`config.mk`:
```
export PLATFORM = sky130hd
export DESIGN_NAME = unlock_seq_decoder
export DESIGN_NICKNAME = d
export VERILOG_FILES = /design/src/rtl/ucd_pkg.sv /design/src/rtl/ucd_step_match.sv /design/src/rtl/ucd_seq_fsm.sv /design/src/rtl/ucd_id_mux.sv /design/src/rtl/unlock_seq_decoder.sv
export SDC_FILE = /design/constraint.sdc
export NUM_CORES = 1
export LEC_CHECK = 0
export BUFFER_PORTS_ARGS = -buffer_cell sky130_fd_sc_hd__buf_4
export CAP_MARGIN = 30
export CORE_ASPECT_RATIO = 0.8
export CORE_MARGIN = 2
export CORE_UTILIZATION = 35
export CTS_BUF_LIST = sky130_fd_sc_hd__clkbuf_8
export DETAILED_ROUTE_END_ITERATION = 8
export PLACE_DENSITY = 0.87
export SYNTH_ARGS = -nofsm -noshare
export SYNTH_HDL_FRONTEND = slang
export SYNTH_SLANG_ARGS = --single-unit
```
`constraint.sdc`:
```
create_clock -name clk -period 1.65 [get_ports clk]
set_input_delay 0.33 -clock clk [delete_from_list [all_inputs] [get_ports clk]]
set_output_delay 0.33 -clock clk [all_outputs]
set_load 0.1 [all_outputs]
```
`src/rtl/ucd_pkg.sv`:
```
// Shared constants and types for the unlock sequence decoder.
// Assumes a 15-bit compared address and byte-wide data.
package ucd_pkg;

    localparam int KEY_W  = 15;
    localparam int DATA_W = 8;

    localparam logic [KEY_W-1:0]  KEY_ODD   = 15'h5555;
    localparam logic [KEY_W-1:0]  KEY_EVEN  = 15'h2AAA;
    localparam logic [DATA_W-1:0] OPEN_BYTE = 8'hAA;
    localparam logic [DATA_W-1:0] SEC_BYTE  = 8'h55;

    // Command byte table; indices below select entries.
    localparam int NCODE = 7;
    localparam int IX_PROT   = 0;
    localparam int IX_IDIN   = 1;
    localparam int IX_IDOUT  = 2;
    localparam int IX_EXT    = 3;
    localparam int IX_UNPROT = 4;
    localparam int IX_ERASE  = 5;
    localparam int IX_ALTID  = 6;
    localparam logic [DATA_W-1:0] CODE_TAB [NCODE] =
        '{8'hA0, 8'h90, 8'hF0, 8'h80, 8'h20, 8'h10, 8'h60};

    typedef enum logic [2:0] {
        ST_IDLE, ST_GOT1, ST_GOT2, ST_EXT, ST_GOT4, ST_GOT5
    } seq_st_t;

    typedef struct packed {
        logic prot_wr;
        logic unprot;
        logic erase;
        logic id_in;
        logic id_out;
    } cmd_t;

endpackage

```
`src/rtl/ucd_step_match.sv`:
```
// Compares one write against the key addresses, key bytes and the
// command byte table. Purely combinational; assumes address already
// stripped to the compared width.
module ucd_step_match
    import ucd_pkg::*;
#(
    parameter int AW = KEY_W,
    parameter int DW = DATA_W,
    parameter int NC = NCODE
) (
    input  logic [AW-1:0] addr,
    input  logic [DW-1:0] data,
    output logic          at_odd,
    output logic          at_even,
    output logic          is_open,
    output logic          is_second,
    output logic [NC-1:0] code_hit
);

    // Key address and key byte compares.
    always_comb begin
        at_odd    = (addr == AW'(KEY_ODD));
        at_even   = (addr == AW'(KEY_EVEN));
        is_open   = (data == DW'(OPEN_BYTE));
        is_second = (data == DW'(SEC_BYTE));
    end

    // One comparator per command byte.
    for (genvar i = 0; i < NC; i++) begin : g_code
        assign code_hit[i] = (data == DW'(CODE_TAB[i]));
    end

endmodule

```
`src/rtl/ucd_seq_fsm.sv`:
```
// Sequence state machine: walks the three- and six-write unlock forms
// through a shared key front end, emits single-cycle command pulses and
// keeps the protection, identification and page-window flags.
// Assumes wr_stb is a one-cycle strobe in this clock domain.
module ucd_seq_fsm
    import ucd_pkg::*;
#(
    parameter int NC = NCODE
) (
    input  logic          clk,
    input  logic          rst_n,
    input  logic          wr_stb,
    input  logic          busy,
    input  logic          at_odd,
    input  logic          at_even,
    input  logic          is_open,
    input  logic          is_second,
    input  logic [NC-1:0] code_hit,
    output cmd_t          cmd,
    output logic          prot_on,
    output logic          id_mode,
    output logic          page_open,
    output logic          seq_idle
);

    seq_st_t st, st_nxt;
    cmd_t    dec;
    logic    take;

    assign take     = wr_stb && !busy;
    assign seq_idle = (st == ST_IDLE);

    // Next state and command decode for a taken write.
    always_comb begin
        st_nxt = st;
        dec    = '0;
        if (take) begin
            case (st)
                ST_IDLE: if (at_odd && is_open) st_nxt = ST_GOT1;
                ST_GOT1: st_nxt = (at_even && is_second) ? ST_GOT2 : ST_IDLE;
                ST_GOT2: begin
                    st_nxt = ST_IDLE;
                    if (at_odd) begin
                        if (code_hit[IX_PROT])       dec.prot_wr = 1'b1;
                        else if (code_hit[IX_IDIN])  dec.id_in   = 1'b1;
                        else if (code_hit[IX_IDOUT]) dec.id_out  = 1'b1;
                        else if (code_hit[IX_EXT])   st_nxt      = ST_EXT;
                    end
                end
                ST_EXT:  st_nxt = (at_odd && is_open) ? ST_GOT4 : ST_IDLE;
                ST_GOT4: st_nxt = (at_even && is_second) ? ST_GOT5 : ST_IDLE;
                ST_GOT5: begin
                    st_nxt = ST_IDLE;
                    if (at_odd) begin
                        if (code_hit[IX_UNPROT])     dec.unprot = 1'b1;
                        else if (code_hit[IX_ERASE]) dec.erase  = 1'b1;
                        else if (code_hit[IX_ALTID]) dec.id_in  = 1'b1;
                    end
                end
                default: st_nxt = ST_IDLE;
            endcase
        end
    end

    // State register and one-cycle command pulses.
    always_ff @(posedge clk) begin
        if (!rst_n) begin
            st  <= ST_IDLE;
            cmd <= '0;
        end else begin
            st  <= st_nxt;
            cmd <= dec;
        end
    end

    // Persistent flags: protection, identification mode, page window.
    always_ff @(posedge clk) begin
        if (!rst_n) begin
            prot_on   <= 1'b0;
            id_mode   <= 1'b0;
            page_open <= 1'b0;
        end else begin
            if (dec.prot_wr)     prot_on <= 1'b1;
            else if (dec.unprot) prot_on <= 1'b0;
            if (dec.id_in)       id_mode <= 1'b1;
            else if (dec.id_out) id_mode <= 1'b0;
            if (busy)            page_open <= 1'b0;
            else if (dec.prot_wr) page_open <= 1'b1;
        end
    end

    // never two command pulses together.
    a_r9_onehot: assert property (@(posedge clk) disable iff (!rst_n)
        $onehot0(cmd));

    // a pulse never lasts two cycles.
    a_r9_single: assert property (@(posedge clk) disable iff (!rst_n)
        (cmd != '0) |=> (cmd == '0));

    // protect command leaves protection on.
    a_r2_prot_set: assert property (@(posedge clk) disable iff (!rst_n)
        cmd.prot_wr |-> prot_on);

    // unprotect command leaves protection off.
    a_r4_unprot_clr: assert property (@(posedge clk) disable iff (!rst_n)
        cmd.unprot |-> !prot_on);

    // identification flag follows entry and exit pulses.
    a_r3_id_enter: assert property (@(posedge clk) disable iff (!rst_n)
        cmd.id_in |-> id_mode);
    a_r3_id_leave: assert property (@(posedge clk) disable iff (!rst_n)
        cmd.id_out |-> !id_mode);

    // nothing decoded while busy, and busy closes the page window.
    a_r10_busy_quiet: assert property (@(posedge clk) disable iff (!rst_n)
        busy |=> (cmd == '0));
    a_r10_page_close: assert property (@(posedge clk) disable iff (!rst_n)
        busy |=> !page_open);

endmodule

```
`src/rtl/ucd_id_mux.sv`:
```
// Read path mux: returns the fixed identity bytes while identification
// mode is active and the low-address window is hit, array data otherwise.
module ucd_id_mux #(
    parameter int          AW     = 15,
    parameter int          DW     = 8,
    parameter logic [7:0]  MFR_ID = 8'hBF,
    parameter logic [7:0]  DEV_ID = 8'h5D
) (
    input  logic          id_mode,
    input  logic [AW-1:0] rd_addr,
    input  logic [DW-1:0] arr_rdata,
    output logic [DW-1:0] rd_data
);

    logic id_win;

    // Identity window is the two lowest addresses.
    assign id_win = id_mode && (rd_addr[AW-1:1] == '0);

    // Select identity byte or array data.
    always_comb begin
        if (id_win) rd_data = rd_addr[0] ? DW'(DEV_ID) : DW'(MFR_ID);
        else        rd_data = arr_rdata;
    end

endmodule

```
`src/rtl/unlock_seq_decoder.sv`:
```
// Top of the unlock sequence decoder: matcher, sequence machine,
// identification read mux and the array write gate.
// Assumes writes arrive as one-cycle strobes already in this domain and
// that the caller removes address bit 15 before this block.
module unlock_seq_decoder
    import ucd_pkg::*;
#(
    parameter int         AW     = KEY_W,
    parameter int         DW     = DATA_W,
    parameter logic [7:0] MFR_ID = 8'hBF,
    parameter logic [7:0] DEV_ID = 8'h5D
) (
    input  logic          clk,
    input  logic          rst_n,
    input  logic          wr_stb,
    input  logic [AW-1:0] wr_addr,
    input  logic [DW-1:0] wr_data,
    input  logic          busy,
    input  logic [AW-1:0] rd_addr,
    input  logic [DW-1:0] arr_rdata,
    output logic [DW-1:0] rd_data,
    output logic          arr_wr_en,
    output logic          prot_on,
    output logic          id_mode,
    output logic          cmd_prot_wr,
    output logic          cmd_unprot,
    output logic          cmd_erase,
    output logic          cmd_id_in,
    output logic          cmd_id_out
);

    logic             at_odd, at_even, is_open, is_second;
    logic [NCODE-1:0] code_hit;
    cmd_t             cmd;
    logic             page_open, seq_idle;

    ucd_step_match #(.AW(AW), .DW(DW), .NC(NCODE)) u_match (
        .addr      (wr_addr),
        .data      (wr_data),
        .at_odd    (at_odd),
        .at_even   (at_even),
        .is_open   (is_open),
        .is_second (is_second),
        .code_hit  (code_hit)
    );

    ucd_seq_fsm #(.NC(NCODE)) u_fsm (
        .clk       (clk),
        .rst_n     (rst_n),
        .wr_stb    (wr_stb),
        .busy      (busy),
        .at_odd    (at_odd),
        .at_even   (at_even),
        .is_open   (is_open),
        .is_second (is_second),
        .code_hit  (code_hit),
        .cmd       (cmd),
        .prot_on   (prot_on),
        .id_mode   (id_mode),
        .page_open (page_open),
        .seq_idle  (seq_idle)
    );

    ucd_id_mux #(.AW(AW), .DW(DW), .MFR_ID(MFR_ID), .DEV_ID(DEV_ID)) u_idmux (
        .id_mode   (id_mode),
        .rd_addr   (rd_addr),
        .arr_rdata (arr_rdata),
        .rd_data   (rd_data)
    );

    // Forward only idle-state non-key writes that protection allows.
    assign arr_wr_en = wr_stb && !busy && seq_idle && !(at_odd && is_open)
                       && (!prot_on || page_open);

    // Break out the command pulses.
    assign cmd_prot_wr = cmd.prot_wr;
    assign cmd_unprot  = cmd.unprot;
    assign cmd_erase   = cmd.erase;
    assign cmd_id_in   = cmd.id_in;
    assign cmd_id_out  = cmd.id_out;

    // a forwarded data write never completes a command.
    a_r11_fwd_not_cmd: assert property (@(posedge clk) disable iff (!rst_n)
        arr_wr_en |=> (cmd == '0));

    // a protected array sees writes only through the page window.
    a_r11_prot_gate: assert property (@(posedge clk) disable iff (!rst_n)
        (arr_wr_en && prot_on) |-> page_open);

endmodule

```
==> results.yml, run 1 <==
sta:
  fin_ws_ns: -0.3835
  final-setup-viol-count: 11
  hold_violations: 0
  finalCritPeriodShare_pct: 123.2
  hold_ws_ns: 0.2741
  relSlewSlack_pct: 75.16
  max_freq_mhz: 491.8
  rsz0062_at_grt: "true"
  min_period_ns: 2.034
  drv_slew: 0
  worstMarginPinSlew_ns: 0.3674
  fin_skew_ns: 0.001687
drt:
  wl_per_cell_um: 24.73
  wl_met2_um: 2499
  finalWirelength_um: 5267
  wl_met1_um: 1823
  dr_wl_met3_um: 469
  dr.first_iter.drc_count: 111
  top_layer_used: "met4"
  dr_total_vias: 1355
  ant_nets: 0
  first_pass_iters: 6
  viasPerCell: 6.362
  drc: 0
logic_synthesis:
  async_reset_ff_share_pct: 0
  syn_inst: 96
  ys_types: 36
  synth.most_common_cell: "dfxtp_1"
  synthFlopType: "dfxtp_1"
  synth_edf_count: 0
  synth_area_leader_cell: "dfxtp_1"
  ys_ff_latch: 11
  avgSynthCellArea_um2: 7.989
  yosysWarnings: 0
  synth_top_cell_area_share_pct: 28.71
  synth_area_leaders: "dfxtp_1, nand2b_1, nand4_1"
  ys_top_cells_by_count: "dfxtp_1, nand2b_1, nand2_1, nand4_1, nor2_1"
  syn_area_um2: 767.0
  syn-num-nets: 146
  seq_area_frac_synth_pct: 28.71
worst_setup_path:
  cp_data_arrival_time_ns: 1.70
  crit_required_ns: 1.32
  path_max_fanout: 6
  path_class: "input pin to output port"
  cp-end-kind: "output port"
  reg2reg_slack_ns: -0.05
  start_kind: "input pin"
global_routing:
  grt_max_degree: 9
  grt_pass1_vias: 1209
  grt_util_all_layers_pct: 29.87
  antenna_found_initial: 0
  grt_pass1_wl_um: 5796
  grt_overflow: 0
job:
  maxCapViolations: 0
power:
  seq_power_share_pct: 29.3
  power.density_nw_per_um2: 488.1
  clock_power_share_pct: 29.6
  pwr-share-comb_pct: 41.1
  p_sw_uw: 291.0
  peakVddDrop_uv: 516.5
  p_leak_nw: 0.8133
  intPower_uw: 610.5
  swShare_pct: 32.28
floorplan:
  initial_utilization_pct: 36.17
  dieArea_um2: 2584
  io_pins: 66
  fp-row-count: 15
  fp.dieW_um: 56.34
  fp.coreArea_um2: 2121
  dieHeight_um: 45.87
place:
  portBuffers: 65
  place_congestion: 0.8884
  post-place-cells: 208
  dp_hpwl_um: 2736
  place_ws_ns: -0.3894
layout:
  area_growth_pct: 140.8
  finalNonFillerCells: 213
  antenna_cells: 0
  drive_gt1_share_pct: 65.96
  fin_nets: 239
  fillCellCount: 93
clock_network:
  htree_levels: 1
  clk_latency_ns: 0.24
  cts-root-buf: "clkbuf_8"
  cts_buffers: 3
  path_clk_slew_ns: 0.05
  clockBufferDepth: 2
  ctsHoldBuffers: 0
  cts_tree: "done"
  cts_sinks: 11
run_status:
  violations: "negative setup slack"
  status: "complete, but fails checks"
min_path:
  hold_class: "input pin to register"
## worst paths after layout
path,to,depth (start not counted),start
worst min-delay path,u_fsm.page_open,2,busy
worst min register to register,u_fsm.page_open,2,u_fsm.page_open
worst max-delay path,rd_data[6],6,rd_addr[4]
worst max register to register,u_fsm.id_mode,5,u_fsm.st[2]
## per-stage QoR
step	util [%]	TNS [ns]	power, mW	instance area [µm²]
finish	87.08	-2.915	0.9015	1847
global route	87.08	-2.931	0.9181	1847
CTS	82.12	-1.804	0.8609	1742
detailed placement	71.56	-4.156	0.5513	1518
global placement	71.56	-2.636	0.5448	1518
floorplan	-	-4.181	0.4022	827.0
## cells in the final DEF (no fill, tap or decap), drive strengths merged, types with 2 or more instances in the layout
cell     n
dfxtp   11
nand3    2
a21o     3
nor3b    3
o21a     2
nor4bb   3
nor4     5
o22ai    2
nor2b    2
nor4b    3
nand4    7
a21oi    2
clkbuf   3
nand4b   3
or3      2
nor3     5
nor2     6
buf     90
nand2b   9
nand2    7
inv      4
## cell families after synthesis
kind of cell    Yosys count  synth area share, %
buf+inv                   5                2.609
flops                    11                28.71
compound gates           15                14.19
mux                       1                1.468
simple gates             64                53.02
## worst max-delay path, stage by stage
cell     delay (ns)
buf_4          0.11
nor4_2         0.37
nand4_1        0.21
buf_6          0.19
mux2_4         0.32
buf_12         0.17
## power by group through the flow
stage / combinational, mW / clock (mW) / sequential [mW]
after floorplan: 0.132 / 0 / 0.270
after detailed placement: 0.282 / 0 / 0.270
final: 0.370 / 0.267 / 0.264
after global routing: 0.378 / 0.276 / 0.264
after CTS: 0.329 / 0.267 / 0.264
after global placement: 0.275 / 0 / 0.270
## layout make-up
cell class | instances | area [µm²] | area share (%)
Tap cell | 25 | 31.28 | 1.694
Inverter | 3 | 11.26 | 0.6098
Multi-Input combinational cell | 80 | 715.7 | 38.75
Clock inverter | 1 | 3.754 | 0.2033
Clock buffer | 3 | 41.29 | 2.236
Sequential cell | 11 | 225.2 | 12.20
Timing Repair Buffer | 90 | 818.3 | 44.31
## routing by layer
metal | up-vias | track usage [%]
met1 | 606 | 34.86
met5 | - | 0
met4 | 0 | 16.67
li1 | 561 | -
met3 | 54 | 4.830
met2 | 134 | 53.65
## sequential cells by signal (all words and copies together) (netlist names)
register,count
u_fsm.st,3
u_fsm.prot_on,1
u_fsm.page_open,1
u_fsm.id_mode,1
u_fsm.cmd,5
## timing repair
action                                  in CTS  in global routing
gates resized for setup                     39                 19
endpoints found under the setup margin       9                 19
pin swaps                                    7                  5
setup buffers                                1                  0
Note: power is estimated with default switching activity, not from simulation.
==> run 2, diff against run 1 <==
--- a/config.mk
+++ b/config.mk
@@ -13,4 +13,5 @@
 export CTS_BUF_LIST = sky130_fd_sc_hd__clkbuf_8
 export DETAILED_ROUTE_END_ITERATION = 8
+export GPL_TIMING_DRIVEN = 0
 export PLACE_DENSITY = 0.87
 export SYNTH_ARGS = -nofsm -noshare
==> constraint.sdc (replaced) <==
create_clock -name clk -period 1.65 [get_ports clk]
set_input_delay 0.0825 -clock clk [delete_from_list [all_inputs] [get_ports clk]]
set_output_delay 0.0825 -clock clk [all_outputs]
set_load 0.1 [all_outputs]
==> run 2 against run 1 <==
Net effect:
- the flow now finishes without violations
- highest routed layer unchanged
- sequential cell count unchanged
- critical path depth unchanged
- non-clock buffer count down 21
==> results.yml, run 2 (synthesis results as in run 1) <==
power:
  power.density_nw_per_um2: 541.6
  power.total_uw: 828.0
  intPower_uw: 565.0
  pwr-share-comb_pct: 35.3
  seq_power_share_pct: 31.9
  clock_power_share_pct: 32.8
  p_sw_uw: 263.0
  p_leak_nw: 0.6382
  swShare_pct: 31.76
  peakVddDrop_uv: 468.9
global_routing:
  grt_pass1_wl_um: 4629
  grt_util_all_layers_pct: 23.23
  grt_max_degree: 9
  antenna_found_initial: 0
  grt_pass1_vias: 1015
  grt_overflow: 0
layout:
  largest_register_ffs: 5
  fillCellCount: 154
  antenna_cells: 0
  top_regs: "u_fsm.cmd x5, u_fsm.st x3"
  fin_nets: 218
  drive_gt1_share_pct: 55.09
  final_cell_mix: "buf_4, dfxtp_1, nand4_1, nand2_1"
  regMostFlops: "u_fsm.cmd"
  postLayoutCoreUtil_pct: 72.09
  final_common_cell: "buf_4"
  area_growth_pct: 99.35
drt:
  drc: 0
  ant_nets: 0
  first_pass_iters: 4
  viasPerCell: 5.849
  finalWirelength_um: 3330
  wl_per_cell_um: 17.34
  dr.first_iter.drc_count: 51
  dr_total_vias: 1123
floorplan:
  io_pins: 66
  dieHeight_um: 45.87
  fp.dieW_um: 56.34
  initial_utilization_pct: 36.17
  fp.coreArea_um2: 2121
  dieArea_um2: 2584
  fp-row-count: 15
place:
  place_ws_ns: -0.3321
  portBuffers: 64
  dp_hpwl_um: 2571
  place_congestion: 0.8595
clock_network:
  clk_latency_ns: 0.24
  clockBufferDepth: 2
  path_clk_slew_ns: 0.06
  ctsHoldBuffers: 0
  cts_buffers: 3
  htree_levels: 1
  cts_sinks: 11
  cts-root-buf: "clkbuf_8"
  cts_tree: "done"
worst_setup_path:
  reg2reg_slack_ns: 0.05
  r2r_end: "u_fsm.id_mode"
  rr_startpoint: "u_fsm.st[2]"
  path_max_fanout: 5
  r2r_cells: 5
  crit_required_ns: 1.57
  cp-end-kind: "output port"
  path_class: "register to output port"
  cp_data_arrival_time_ns: 1.56
  start_kind: "register"
sta:
  min_period_ns: 1.646
  hold_violations: 0
  hold_ws_ns: 0.03031
  fin_ws_ns: 0.003794
  finalSetupTns_ns: 0
  relSlewSlack_pct: 71.42
  finalCritPeriodShare_pct: 99.77
  rsz0062_at_grt: "true"
  fin_skew_ns: 0.005775
  worstMarginPinSlew_ns: 0.4249
  max_freq_mhz: 607.5
  final-setup-viol-count: 0
  drv_slew: 0
run_status:
  status: "finished, final reports clean"
job:
  maxCapViolations: 0
min_path:
  min_from: "busy"
  whs_path_depth: 2
  hold_class: "input pin to register"
  min_to: "u_fsm.page_open"
-- run 2: cell types whose count changed in the layout (fill, tap and decap cells not counted), sizes merged --
cell	previous run	this run
buf	90	68
clkbuf	3	4
-- run 2: what timing repair did --
action / 4_1_cts / 5_1_grt
gates resized for setup: 9 / 20
pin swaps: 1 / 5
setup buffers: 3 / 1
setup endpoints to repair: 10 / 12
-- run 2: metal layers --
metal | vias to the layer above | GRT usage, % | wire length, µm
li1 | 518 | - | -
met1 | 545 | 27.75 | 1275
met2 | 52 | 41.88 | 1792
met3 | 8 | 5.966 | 200
met4 | 0 | 7.143 | 61
met5 | - | 0 | 0
-- run 2: power groups by stage --
stage | clock network [mW] | logic (mW) | registers [mW]
floorplan | 0 | 0.132 | 0.270
global placement | 0 | 0.252 | 0.270
detailed placement | 0 | 0.260 | 0.270
CTS | 0.271 | 0.269 | 0.264
global route | 0.291 | 0.303 | 0.264
finish | 0.271 | 0.293 | 0.264
-- run 2: critical path, stage by stage, from the launching register on --
cell and delay, ns:
dfxtp_4 0.35, nor4b_4 0.18, nand4_1 0.14, buf_6 0.17, buf_6 0.12, a21o_4 0.20, buf_12 0.16
-- run 2: how the worst max path moves through the flow --
stage	from	endpoint	slack [ns]	depth (start not counted)
2_1_floorplan	u_fsm.id_mode	rd_data[1]	-0.25	4
3_3_place_gp	rd_addr[8]	rd_data[1]	-0.16	6
3_5_place_dp	rd_addr[8]	rd_data[5]	-0.33	6
4_1_cts	u_fsm.id_mode	rd_data[5]	0.0004	6
5_1_grt	u_fsm.id_mode	rd_data[1]	-0.05	6
6_report	u_fsm.id_mode	rd_data[5]	0.004	6
-- run 2: layout make-up --
| cell class | count | area [µm²] | area share, % |
|---|---|---|---|
| Sequential cell | 11 | 225.2 | 14.73 |
| Clock buffer | 3 | 41.29 | 2.700 |
| Timing Repair Buffer | 68 | 598.1 | 39.12 |
| Buffer | 1 | 3.754 | 0.2455 |
| Tap cell | 25 | 31.28 | 2.046 |
| Multi-Input combinational cell | 80 | 614.3 | 40.18 |
| Inverter | 3 | 11.26 | 0.7365 |
| Clock inverter | 1 | 3.754 | 0.2455 |
-- run 2: per-stage QoR --
step           instance area [µm²]  cells
3_5_place_dp                  1339    185
3_3_place_gp                  1339    185
6_report                      1529    192
4_1_cts                       1443    192
5_1_grt                       1529    192
2_1_floorplan                827.0     96
==> run 3, diff against run 2 <==
SETUP_SLACK_MARGIN = 0.5   (was default)
==> run 3 against run 2 <==
Net effect:
- the run now ends with negative setup slack left
- register-to-register slack got worse by 0.06 ns
- final cell count up 7.3%
- clock power up 4%
- sequential cell count unchanged
- worst setup slack got worse by 0.064 ns
- first-iteration DRC count rose by 110%
- global-route usage increased by 8.7 points
- sequential power about the same
- maximum frequency shrank 3.8%
- non-clock buffer count grew 14
- clock-buffer cell count stayed put
- worst hold slack worse by 0.021 ns
==> results.yml, run 3 (synthesis results as in run 1) <==
clock_network:
  cts_sinks: 11
  path_clk_slew_ns: 0.06
  cts_tree: "done"
  cts-root-buf: "clkbuf_8"
  cts_buffers: 3
  clockBufferDepth: 2
  ctsHoldBuffers: 0
  htree_levels: 1
  clk_latency_ns: 0.25
drt:
  drc: 0
  ant_nets: 0
  first_pass_iters: 7
  dr_total_vias: 1367
  wl_per_cell_um: 26.56
  finalWirelength_um: 5472
  viasPerCell: 6.636
  dr.first_iter.drc_count: 107
layout:
  area_growth_pct: 146.0
  final_common_cell: "buf_4"
  postLayoutCoreUtil_pct: 88.97
  regMostFlops: "u_fsm.cmd"
  antenna_cells: 0
  drive_gt1_share_pct: 69.06
  top_regs: "u_fsm.cmd x5, u_fsm.st x3"
  fillCellCount: 93
  largest_register_ffs: 5
  final_cell_mix: "buf_4, buf_6, buf_12"
  multiInputGateArea_um2: 790.8
  final_area_um2: 1887
  fin_nets: 232
  finalNonFillerCells: 206
  register_area_um2: 227.7
floorplan:
  fp.dieW_um: 56.34
  fp.coreArea_um2: 2121
  dieArea_um2: 2584
  fp-row-count: 15
  io_pins: 66
  initial_utilization_pct: 36.17
  dieHeight_um: 45.87
power:
  power.total_uw: 897.3
  peakVddDrop_uv: 503.3
  power.density_nw_per_um2: 475.5
  p_leak_nw: 0.8053
global_routing:
  grt_pass1_wl_um: 6058
  grt_max_degree: 9
  grt_overflow: 0
  antenna_found_initial: 0
  grt_pass1_vias: 1198
  grt_util_all_layers_pct: 31.94
place:
  dpl_cell_area_um2: 1360
  post-place-cells: 185
  place_congestion: 0.8834
  place_ws_ns: -0.2433
  portBuffers: 64
  dp_hpwl_um: 2472
sta:
  relSlewSlack_pct: 60.72
  drv_slew: 0
  hold_ws_ns: 0.009531
  fin_skew_ns: 0.01278
  min_period_ns: 1.710
  fin_ws_ns: -0.06046
  hold_violations: 0
  rsz0062_at_grt: "true"
  max_freq_mhz: 584.6
  worstMarginPinSlew_ns: 0.5892
  finalSetupTns_ns: -0.2104
  final-setup-viol-count: 6
  finalCritPeriodShare_pct: 103.7
worst_setup_path:
  path_class: "register to output port"
  cp_data_arrival_time_ns: 1.63
  crit_required_ns: 1.57
  cp-end-kind: "output port"
  start_kind: "register"
  startpoint: "u_fsm.id_mode"
  rr_startpoint: "u_fsm.st[1]"
  path_max_fanout: 6
min_path:
  hold_class: "input pin to register"
  min_from: "busy"
job:
  maxCapViolations: 0
run_status:
  status: "complete, but fails checks"
  violations: "negative setup slack"
run 3: cell count changes in the layout (fill, tap and decap cells not counted), moves of 3 or more:
cell and delta:
buf_6 +7, buf_4 +4, nor4_1 -3, nor2_4 +3, nand2b_2 -4, nand2b_4 +4, buf_12 +5
run 3: timing repair:
| item | CTS | global route |
|---|---|---|
| hold endpoints to repair | 0 | 0 |
| resized for setup | 51 | 27 |
| setup endpoints to repair | 20 | 20 |
| setup buffers | 11 | 6 |
| pin swaps | 15 | 11 |
run 3: metal layers:
layer,track usage (%),wire length [µm]
met3,9.375,549
met4,9.524,327
met1,40.07,2025
met2,54.12,2570
met5,0,0
run 3: area by class of cell:
| cell class | count | share of cell area, % |
|---|---|---|
| inverter | 3 | 0.5968 |
| clock buffer | 3 | 2.188 |
| sequential | 11 | 12.07 |
| tap | 25 | 1.658 |
| multi-input combinational | 80 | 41.91 |
| clock inverter | 1 | 0.1989 |
| timing repair buffer | 81 | 40.38 |
| buffer | 2 | 0.9947 |
run 3: final timing paths:
kind	end	slack [ns]	cells after the start
max reg2reg	u_fsm.id_mode	-0.01	6
max	rd_data[5]	-0.06	6
min reg2reg	u_fsm.st[1]	0.53	1
min	u_fsm.page_open	0.01	2
run 3: worst max-delay path: stages (launching register included):
cell     delay (ns)
dfxtp_4        0.35
nor4b_4        0.18
nand4_1        0.15
buf_6          0.19
buf_6          0.12
a21o_4         0.20
buf_12         0.16
run 3: power by group:
part           internal (mW)  leakage (nW)  switching (mW)
logic                  0.157         0.688           0.193
clock network          0.164        0.0269           0.118
registers              0.264        0.0909   0.00000000690
